===== src/rtl/cvic_pkg.sv =====
package cvic_pkg;
  localparam int unsigned ADDR_W = 12;
  localparam logic [ADDR_W-1:0] OFS_PCLR  = 12'h010;
  localparam logic [ADDR_W-1:0] OFS_ESET  = 12'h020;
  localparam logic [ADDR_W-1:0] OFS_ECLR  = 12'h030;
  localparam logic [ADDR_W-1:0] OFS_INDEX = 12'h040;
  localparam logic [ADDR_W-1:0] OFS_SSTAT = 12'h080;
  localparam logic [ADDR_W-1:0] OFS_SCLR  = 12'h088;
  localparam logic [ADDR_W-1:0] OFS_SSET  = 12'h090;
  localparam logic [ADDR_W-1:0] OFS_SECLR = 12'h098;
  localparam logic [ADDR_W-1:0] OFS_MAP   = 12'h200;
endpackage


===== src/rtl/cvic_bank.sv =====
module cvic_bank #(
  parameter int unsigned N = 32
) (
  input  logic         clk_i,
  input  logic         rst_ni,
  input  logic [N-1:0] src_i,
  input  logic [N-1:0] pclr_i,
  input  logic [N-1:0] eset_i,
  input  logic [N-1:0] eclr_i,
  output logic [N-1:0] pend_o,
  output logic [N-1:0] en_o
);
  logic [N-1:0] pend_q, en_q;

  always_ff @(posedge clk_i or negedge rst_ni) begin
    if (!rst_ni) begin
      pend_q <= '0;
      en_q   <= '0;
    end else begin
      // level: a live input overrides a clear
      pend_q <= src_i | (pend_q & ~pclr_i);
      en_q   <= (en_q | eset_i) & ~eclr_i;
    end
  end

  assign pend_o = pend_q;
  assign en_o   = en_q;

  p_level_hold_r5: assert property (@(posedge clk_i) disable iff (!rst_ni)
    1'b1 |=> ((pend_q & $past(src_i)) == $past(src_i)));
  p_no_spont_r5: assert property (@(posedge clk_i) disable iff (!rst_ni)
    1'b1 |=> ((pend_q & ~$past(pend_q) & ~$past(src_i)) == '0));
  p_en_set_r3: assert property (@(posedge clk_i) disable iff (!rst_ni)
    (|eset_i && !(|(eset_i & eclr_i))) |=> ((en_q & $past(eset_i)) == $past(eset_i)));
  p_en_clr_r3: assert property (@(posedge clk_i) disable iff (!rst_ni)
    (|eclr_i) |=> ((en_q & $past(eclr_i)) == '0));
endmodule


===== src/rtl/cvic_map.sv =====
module cvic_map #(
  parameter int unsigned NCH   = 40,
  parameter int unsigned IDX_W = 6,
  localparam int unsigned CH_W = $clog2(NCH)
) (
  input  logic             clk_i,
  input  logic             rst_ni,
  input  logic             we_i,
  input  logic [CH_W-1:0]  sel_i,
  input  logic [IDX_W-1:0] wdata_i,
  input  logic [NCH-1:1]   act_i,
  output logic [IDX_W-1:0] entry_o,
  output logic [IDX_W-1:0] idx_o
);
  logic [IDX_W-1:0] map_q [NCH];

  for (genvar c = 0; c < NCH; c++) begin : g_ent
    always_ff @(posedge clk_i or negedge rst_ni) begin
      if (!rst_ni)                          map_q[c] <= IDX_W'(c);
      else if (we_i && sel_i == CH_W'(c))   map_q[c] <= wdata_i;
    end
  end

  always_comb begin
    entry_o = '0;
    for (int c = 0; c < NCH; c++)
      if (sel_i == CH_W'(c)) entry_o = map_q[c];
  end

  // channel 0 is the cascade: never reported, 0 means "go to secondary"
  always_comb begin
    idx_o = '0;
    for (int c = NCH - 1; c >= 1; c--)
      if (act_i[c]) idx_o = map_q[c];
  end
endmodule


===== src/rtl/cvic_top.sv =====
module cvic_top
  import cvic_pkg::*;
#(
  parameter int unsigned NPRIM = 40,
  parameter int unsigned NSEC  = 32,
  parameter int unsigned IDX_W = 6,
  localparam int unsigned CH_W = $clog2(NPRIM)
) (
  input  logic              clk_i,
  input  logic              rst_ni,
  input  logic              req_i,
  input  logic              we_i,
  input  logic [ADDR_W-1:0] addr_i,
  input  logic [31:0]       wdata_i,
  output logic [31:0]       rdata_o,
  input  logic [NPRIM-1:0]  prim_src_i,
  input  logic [NSEC-1:0]   sec_src_i,
  output logic              irq_o
);
  logic wr, rd;
  assign wr = req_i & we_i;
  assign rd = req_i & ~we_i;

  function automatic logic [NPRIM-1:0] pick_p(input logic [ADDR_W-1:0] a,
                                              input logic [ADDR_W-1:0] base,
                                              input logic [31:0] d);
    pick_p = '0;
    for (int b = 0; b < NPRIM; b++)
      if (a == base + ADDR_W'(4 * (b / 32))) pick_p[b] = d[b % 32];
  endfunction

  function automatic logic [NSEC-1:0] pick_s(input logic [ADDR_W-1:0] a,
                                             input logic [ADDR_W-1:0] base,
                                             input logic [31:0] d);
    pick_s = '0;
    if (a == base)
      for (int b = 0; b < NSEC; b++) pick_s[b] = d[b];
  endfunction

  logic [NPRIM-1:0] p_pclr, p_eset, p_eclr, p_pend, p_en, p_src;
  logic [NSEC-1:0]  s_pclr, s_eset, s_eclr, s_pend, s_en;
  logic             casc;

  assign p_pclr = wr ? pick_p(addr_i, OFS_PCLR, wdata_i)  : '0;
  assign p_eset = wr ? pick_p(addr_i, OFS_ESET, wdata_i)  : '0;
  assign p_eclr = wr ? pick_p(addr_i, OFS_ECLR, wdata_i)  : '0;
  assign s_pclr = wr ? pick_s(addr_i, OFS_SCLR, wdata_i)  : '0;
  assign s_eset = wr ? pick_s(addr_i, OFS_SSET, wdata_i)  : '0;
  assign s_eclr = wr ? pick_s(addr_i, OFS_SECLR, wdata_i) : '0;

  cvic_bank #(.N(NSEC)) u_sec (
    .clk_i, .rst_ni, .src_i(sec_src_i), .pclr_i(s_pclr), .eset_i(s_eset),
    .eclr_i(s_eclr), .pend_o(s_pend), .en_o(s_en)
  );

  assign casc  = |(s_pend & s_en);
  assign p_src = prim_src_i | {{(NPRIM-1){1'b0}}, casc};

  cvic_bank #(.N(NPRIM)) u_prim (
    .clk_i, .rst_ni, .src_i(p_src), .pclr_i(p_pclr), .eset_i(p_eset),
    .eclr_i(p_eclr), .pend_o(p_pend), .en_o(p_en)
  );

  logic [NPRIM-1:0] p_act;
  assign p_act = p_pend & p_en;
  assign irq_o = |p_act;

  logic [ADDR_W-1:0] map_off;
  logic              in_map;
  logic [CH_W-1:0]   map_sel;
  logic [IDX_W-1:0]  map_entry, idx;

  assign map_off = addr_i - OFS_MAP;
  assign in_map  = (map_off < ADDR_W'(4 * NPRIM)) && (map_off[1:0] == 2'b00);
  assign map_sel = map_off[CH_W+1:2];

  cvic_map #(.NCH(NPRIM), .IDX_W(IDX_W)) u_map (
    .clk_i, .rst_ni, .we_i(wr & in_map), .sel_i(map_sel),
    .wdata_i(wdata_i[IDX_W-1:0]), .act_i(p_act[NPRIM-1:1]),
    .entry_o(map_entry), .idx_o(idx)
  );

  logic [31:0] rd_d;
  always_comb begin
    rd_d = '0;
    for (int b = 0; b < NPRIM; b++) begin
      if (addr_i == OFS_PCLR + ADDR_W'(4 * (b / 32))) rd_d[b % 32] = p_pend[b];
      if (addr_i == OFS_ESET + ADDR_W'(4 * (b / 32)) ||
          addr_i == OFS_ECLR + ADDR_W'(4 * (b / 32))) rd_d[b % 32] = p_en[b];
    end
    for (int b = 0; b < NSEC; b++) begin
      if (addr_i == OFS_SSTAT || addr_i == OFS_SCLR)  rd_d[b] = s_pend[b];
      if (addr_i == OFS_SSET  || addr_i == OFS_SECLR) rd_d[b] = s_en[b];
    end
    if (addr_i == OFS_INDEX) rd_d[IDX_W-1:0] = idx;
    if (in_map)              rd_d[IDX_W-1:0] = map_entry;
  end

  always_ff @(posedge clk_i or negedge rst_ni) begin
    if (!rst_ni)  rdata_o <= '0;
    else if (rd)  rdata_o <= rd_d;
  end

  p_idx_quiet_r4: assert property (@(posedge clk_i) disable iff (!rst_ni)
    !irq_o |-> (idx == '0));
  p_cascade_r8: assert property (@(posedge clk_i) disable iff (!rst_ni)
    (|(s_pend & s_en)) |=> p_pend[0]);
  p_rd_hold_r9: assert property (@(posedge clk_i) disable iff (!rst_ni)
    !rd |=> $stable(rdata_o));
endmodule


===== config.mk =====
export PLATFORM = sky130hd
export DESIGN_NAME = cvic_top
export DESIGN_NICKNAME = d
export VERILOG_FILES = /design/src/rtl/cvic_pkg.sv /design/src/rtl/cvic_bank.sv /design/src/rtl/cvic_map.sv /design/src/rtl/cvic_top.sv
export SDC_FILE = /design/constraint.sdc
export NUM_CORES = 1
export LEC_CHECK = 0
export ABC_AREA = 1
export BUFFER_PORTS_ARGS = -buffer_cell sky130_fd_sc_hd__buf_2
export CAP_MARGIN = 20
export CORE_MARGIN = 2
export CORE_UTILIZATION = 45
export CTS_CLUSTER_DIAMETER = 60
export DETAILED_ROUTE_END_ITERATION = 12
export HOLD_SLACK_MARGIN = 0.15
export PLACE_DENSITY_LB_ADDON = 0.08
export SYNTH_ARGS = -nofsm -noshare
export SYNTH_HDL_FRONTEND = slang
export SYNTH_SLANG_ARGS = --single-unit

===== constraint.sdc =====
create_clock -name clk_i -period 7.8 [get_ports clk_i]
set_input_delay 0.39 -clock clk_i [delete_from_list [all_inputs] [get_ports clk_i]]
set_output_delay 0.39 -clock clk_i [all_outputs]
set_load 0.02 [all_outputs]

==> results of run 1 <==
kinds of logic (layout without fill, tap and decap cells):
| logic type | after synthesis | in the layout | synth area share, % |
|---|---|---|---|
| other | 0 | 3 | 0 |
| DFF | 416 | 416 | 47.5 |
| muxes | 1 | 1 | 0.0451 |
| adders and majority gates | 1 | 1 | 0.0564 |
| xor gates and xnor gates | 1 | 1 | 0.0395 |
| and+or+nand+nor | 1475 | 1475 | 26.4 |
| buffers and inverters | 507 | 738 | 9.03 |
| AOI/OAI and AO/OA | 688 | 688 | 16.9 |
Yosys cell counts, types with 4 or more instances:
library cell,count
clkbuf_1,107
o21ai_0,389
nand3_1,52
nor4_1,7
clkinv_1,7
o2111ai_1,4
nand2_2,7
dfrtp_1,316
nand4_1,52
o22ai_1,32
o21bai_1,31
nor2_2,4
nor2_1,288
a221oi_1,33
inv_1,368
a21oi_1,169
buf_6,6
a211oi_1,4
inv_2,5
nand2_1,1034
o21ai_1,11
o211ai_1,7
or2_2,13
dfstp_2,100
nor3_1,14
worst max-delay path: cells and delay by family (launching register included):
family / cells / cell delay, ns
flip-flops: 1 / 0.38
AND/OR/NAND/NOR: 22 / 3.00
buffers and inverters: 1 / 0.09
AO/OA/AOI/OAI: 5 / 0.79
path summary, 6_finish.rpt:
check	endpoint	slack, ns	from
worst max-delay path	rdata_o[3]	3.43	u_map.map_q[231]
worst min-delay path	u_prim.en_o[13]	0.18	wdata_i[13]
worst max register to register	rdata_o[3]	3.43	u_map.map_q[231]
worst min register to register	rdata_o[10]	0.48	rdata_o[10]
max in group asynchronous	u_prim.en_o[27]	5.51	rst_ni
min in group asynchronous	u_map.map_q[178]	0.39	rst_ni
cell usage in the layout (no fill, tap or decap), types with 52 or more instances in the layout:
cell and n:
a21oi_1 169, nand2_1 1034, o21ai_0 389, nand3_1 52
inv_1 367, dfstp_2 100, nand4_1 52, nor2_1 286
dlygate4sd3_1 88, buf_2 151, dfrtp_1 316
through the flow:
| step | utilization (%) | hold WS [ns] | worst slack (ns) | total power, mW | instances |
|---|---|---|---|---|---|
| 2_1_floorplan | - | 0.0944 | 5.05 | 2.29 | 3089 |
| 3_3_place_gp | 48.1 | 0.448 | 2.97 | 2.43 | 3803 |
| 3_5_place_dp | 48.1 | 0.457 | 2.96 | 2.43 | 3804 |
| 4_1_cts | 53.4 | 0.150 | 3.48 | 4.88 | 3983 |
| 5_1_grt | 53.4 | 0.190 | 3.13 | 4.99 | 3984 |
| 6_report | 53.4 | 0.177 | 3.43 | 4.85 | 3987 |
metal layers:
layer | wire length, um | up-vias | track usage (%)
met1 | 36900 | 10367 | 45.1
met2 | 36100 | 781 | 49.6
met3 | 5670 | 152 | 5.53
li1 | - | 10252 | -
met4 | 2660 | 0 | 11.4
met5 | 0 | - | 0
area by class of cell:
class / count / area share (%)
Multi-Input combinational cell: 2166 / 37.1
Timing Repair Buffer: 264 / 7.16
Antenna cell: 3 / 0.0288
Sequential cell: 416 / 40.4
Clock buffer: 71 / 5.64
Clock inverter: 20 / 0.879
Inverter: 383 / 5.54
Tap cell: 664 / 3.19
power breakdown:
part / internal [mW] / total (mW) / switching (mW) / leakage [nW]
clock network: 1.42 / 2.42 / 0.998 / 0.843
registers: 2.17 / 2.17 / 0.00465 / 5.05
logic: 0.0816 / 0.259 / 0.178 / 6.86
total: 3.67 / 4.85 / 1.18 / 12.7
registers in the layout, summed over array words and instances, names as in the netlist:
register and count:
u_map.map_q 240, u_prim.en_o 40, u_prim.pend_o 40, rdata_o 32, u_sec.en_o 32, u_sec.pend_o 32
==> impl_metrics.toml, run 1 <==
[sta]
tightest_slew_ns = 1.03
slew_violations = 0
finalCriticalPeriod_ns = 4.37
rsz0062_at_grt = "no"
max_freq_mhz = 229
tns_ns = 0
fin_skew_ns = 0.0280
finalHoldViolCount = 0
max_slew_margin_pct = 31.2
period_share_pct = 56.1
finalSetupViolations = 0

[cells_and_area]
postLayoutCellArea_um2 = 26100
syn_to_final_growth_pct = 17.5
drive_gt1_share_pct = 12.1
multi_input_area_um2 = 9670
num-fill-cells = 4800
regArea_um2 = 10500
nNetsFinal = 3401

[route]
via_count = 21552
wl_um = 81300
drt_pre_antenna_iters = 6
drc = 0
via_per_inst = 5.41
antenna_left = 0
wl_per_cell_um = 20.4
drt_iter0_markers = 2042

[global_route]
grt_pass1_wl_um = 124000
grt_max_degree = 140
gr-total-overflow = 0
grt_pass1_vias = 20883
antenna_found_initial = 2
track_usage_pct = 32.0

[floorplan]
die_area_um2 = 51100
ios = 153
initial_utilization_pct = 45.5
die_h_um = 226
design.core.area_um2 = 48700
rows = 81
die_x_um = 226

[min_path]
hold_path_depth = 4
hp-class = "in -> reg"

[place]
dp_hpwl_um = 55900
routabilityCongestion = 0.987
portBuffers = 152
dpl_cell_area_um2 = 23400

[clock_network]
clock_sinks = 416
h-tree-depth = 2
cts_buffers = 49
clockRootBuffer = "clkbuf_16"
post_cts_resized = 0
cts_buffer_depth = 3
cts_hold_buf = 88
postCtsSetupRepairBufs = 0
cts.reportedPaths.clkPinSlew_ns = 0.06
insertion_delay_ns = 0.62
cts_tree = "yes"

[power]
peakVddDrop_mv = 0.194
leakage_nw = 12.7
power_per_cell_area_nw_per_um2 = 186

[synth]
syn_inst = 3089
synth_edf_count = 0
ys_warn_count = 0
yosysUniqueCellTypes = 44
syn_area_per_cell_um2 = 7.18
syn_nets = 3210
synth_area_leaders = "dfrtp_1 36%, nand2_1 17%, dfstp_2 12%, o21ai_0 8.8%, inv_1 6.2%"
synth_top_area_cell = "dfrtp_1"
synth_ff_type = "dfrtp_1"
syn_area_um2 = 22200
async_flop_share_pct = 100
synthDominantCellAreaShare_pct = 35.7
ys_seq_area_share_pct = 47.5
yosys_register_bits = 416

[critical_path]
required_ns = 8.31
cp_slowest_cell = "dfrtp_1"
startpoint_type = "flop"
critPathKind = "reg -> reg"
cp_max_fo = 2
cpPeakStageDelay_ns = 0.38
end_kind = "flop"
r2r_cells = 28
cp.arrival_ns = 4.88

[status]
run_status = "completed"

[flow_run]
maxCapViolCount = 0
(Power assumes the default switching activity.)
==> inputs of run 2 (changes only) <==
- clock period: 7.8 -> 4.01 ns (I/O delays scaled with it)
==> run 2 against run 1 <==
The run now ends with negative setup slack left. First-iteration DRC count grew 0.93%. Clock-buffer cell count grew 2. Final area grew 6.8%. Register-to-register slack lost 3.5 ns. Via count grew 5.2%. Sequential share of layout area shrank 2.6 points. Wire length grew 5.5%. Cell count grew 3.9%. Critical path type unchanged. Critical endpoint unchanged. Largest cell class unchanged. Largest power group unchanged.
==> impl_metrics.toml, run 2 (synthesized netlist as in run 1, its figures left out) <==
[power]
p_seq_share_pct = 43.8
power.share.combinational_pct = 5.8
swShare_pct = 23.5
leakage_nw = 13.5
pwr-share-clk_pct = 50.4
power_per_cell_area_nw_per_um2 = 346
internal_power_mw = 7.37
peakVddDrop_mv = 0.389
switchingPower_mw = 2.27

[place]
portBuffers = 152
place_ws_ns = -0.462
dpl_cell_area_um2 = 24100
routabilityCongestion = 1.05
dp_hpwl_um = 60900

[route]
drt_iter0_markers = 2061
antenna_left = 0
wl_um = 85800
drc = 0
via_count = 22664
wl_per_cell_um = 20.7
via_per_inst = 5.47
drt_pre_antenna_iters = 9

[clock_network]
cts.reportedPaths.clkPinSlew_ns = 0.06
cts_tree = "yes"
cts_buffer_depth = 3
clockRootBuffer = "clkbuf_16"
h-tree-depth = 2
insertion_delay_ns = 0.61
cts_buffers = 49
clock_sinks = 416

[critical_path]
critPathKind = "reg -> reg"
rrSetupSlack_ns = -0.04
r2r_cells = 28
reg2reg_from = "u_map.map_q[231]"
required_ns = 4.51
r2r_end = "rdata_o[3]"
cp_slowest_cell = "dfrtp_1"
crit_start = "u_map.map_q[231]"
end_kind = "flop"
cp.arrival_ns = 4.55
critical_path.endpoint = "rdata_o[3]"
cp_common_cell = "nand2_1"
startpoint_type = "flop"
cp_max_fo = 2
cpPeakStageDelay_ns = 0.39

[floorplan]
die_x_um = 226
initial_utilization_pct = 45.5
ios = 153
die_h_um = 226
die_area_um2 = 51100
design.core.area_um2 = 48700
rows = 81

[cells_and_area]
postLayoutCellArea_um2 = 27800
finalCoreUtilization_pct = 57.1
num-fill-cells = 4653
multi_input_area_um2 = 10000
regMostFlops = "u_map.map_q"
nNetsFinal = 3558
num_antenna_cells = 0
syn_to_final_growth_pct = 25.5
drive_gt1_share_pct = 16.7
final_common_cell = "nand2_1"
layout_common_cells = "993 x nand2_1, 386 x o21ai_0, 365 x inv_1"
largest_reg_flops = 240
regArea_um2 = 10500

[sta]
finalHoldViolCount = 0
finalWorstSetupSlack_ns = -0.0390
fin_skew_ns = 0.0154
finalCriticalPeriod_ns = 4.05
max_slew_margin_pct = 30.1
rsz0062_at_grt = "yes"
finalSetupViolations = 1
period_share_pct = 101
max_freq_mhz = 247
tightest_slew_ns = 1.05
slew_violations = 0

[global_route]
gr-total-overflow = 0
track_usage_pct = 33.9
grt_pass1_wl_um = 131000
antenna_found_initial = 0
grt_max_degree = 117
grt_pass1_vias = 22047

[flow_run]
maxCapViolCount = 0

[status]
run_status = "finished, violations left"
violations = "negative setup slack"

[min_path]
hp-class = "in -> reg"
run 2: metal layers:
| metal | global-route usage (%) | routed length [um] | part of all wire, % | vias up |
|---|---|---|---|---|
| met2 | 51.9 | 37800 | 44 | 1030 |
| li1 | - | - | - | 10556 |
| met3 | 5.72 | 6960 | 8.1 | 164 |
| met1 | 48.4 | 38200 | 44 | 10914 |
| met5 | 0 | 0 | 0 | - |
| met4 | 12.1 | 2900 | 3.4 | 0 |
run 2: worst min path at each step:
stage / startpoint / endpoint / slack [ns] / cells after the start
after detailed placement: rst_ni / u_map.map_q[173] / 0.39 / 1
after global placement: rst_ni / u_map.map_q[174] / 0.38 / 1
after floorplan: rst_ni / rdata_o[0] / -0.1 / 0
after global routing: wdata_i[7] / u_sec.en_o[7] / 0.20 / 4
final: wdata_i[7] / u_sec.en_o[7] / 0.19 / 4
after CTS: wdata_i[7] / u_sec.en_o[7] / 0.17 / 4
run 2: layout make-up:
type                       count  share of cell area [%]
clock buffer                  73                    5.35
clock inverter                18                    1.00
inverter                     383                    5.20
multi-input combinational   2166                    36.0
sequential                   416                    37.9
tap                          664                    2.99
timing repair buffer         421                    11.6
run 2: worst max-delay path, delay by kind of cell, from the launching register on:
family | cells | cell delay [ns]
flops | 1 | 0.39
simple gates | 22 | 2.76
compound gates | 5 | 0.71
buf+inv | 1 | 0.08
run 2: power by group through the flow:
stage                     clock [mW]  sequential [mW]  combinational (mW)
after floorplan                    0             4.30               0.162
after global placement             0             4.29               0.466
after detailed placement           0             4.29               0.468
after CTS                       4.93             4.22               0.545
after global routing            5.10             4.22               0.606
final                           4.85             4.22               0.557
run 2: per-stage QoR:
stage	setup TNS [ns]	std cells	hold WS, ns	power, mW
after global routing	-0.201	4141	0.198	9.93
after floorplan	0	3089	-0.0951	4.46
final	-0.0390	4141	0.189	9.64
after CTS	0	4135	0.168	9.70
after detailed placement	-1.15	3893	0.389	4.76
after global placement	-1.08	3893	0.377	4.76
run 2: what timing repair did:
action                                 in CTS  in global routing
gates resized for setup                     4                100
endpoints found under the hold margin     211                  0
hold buffers                              151                  0
setup endpoints to repair                   2                  4
buffers inserted                            0                  9
pin swaps                                   0                 85
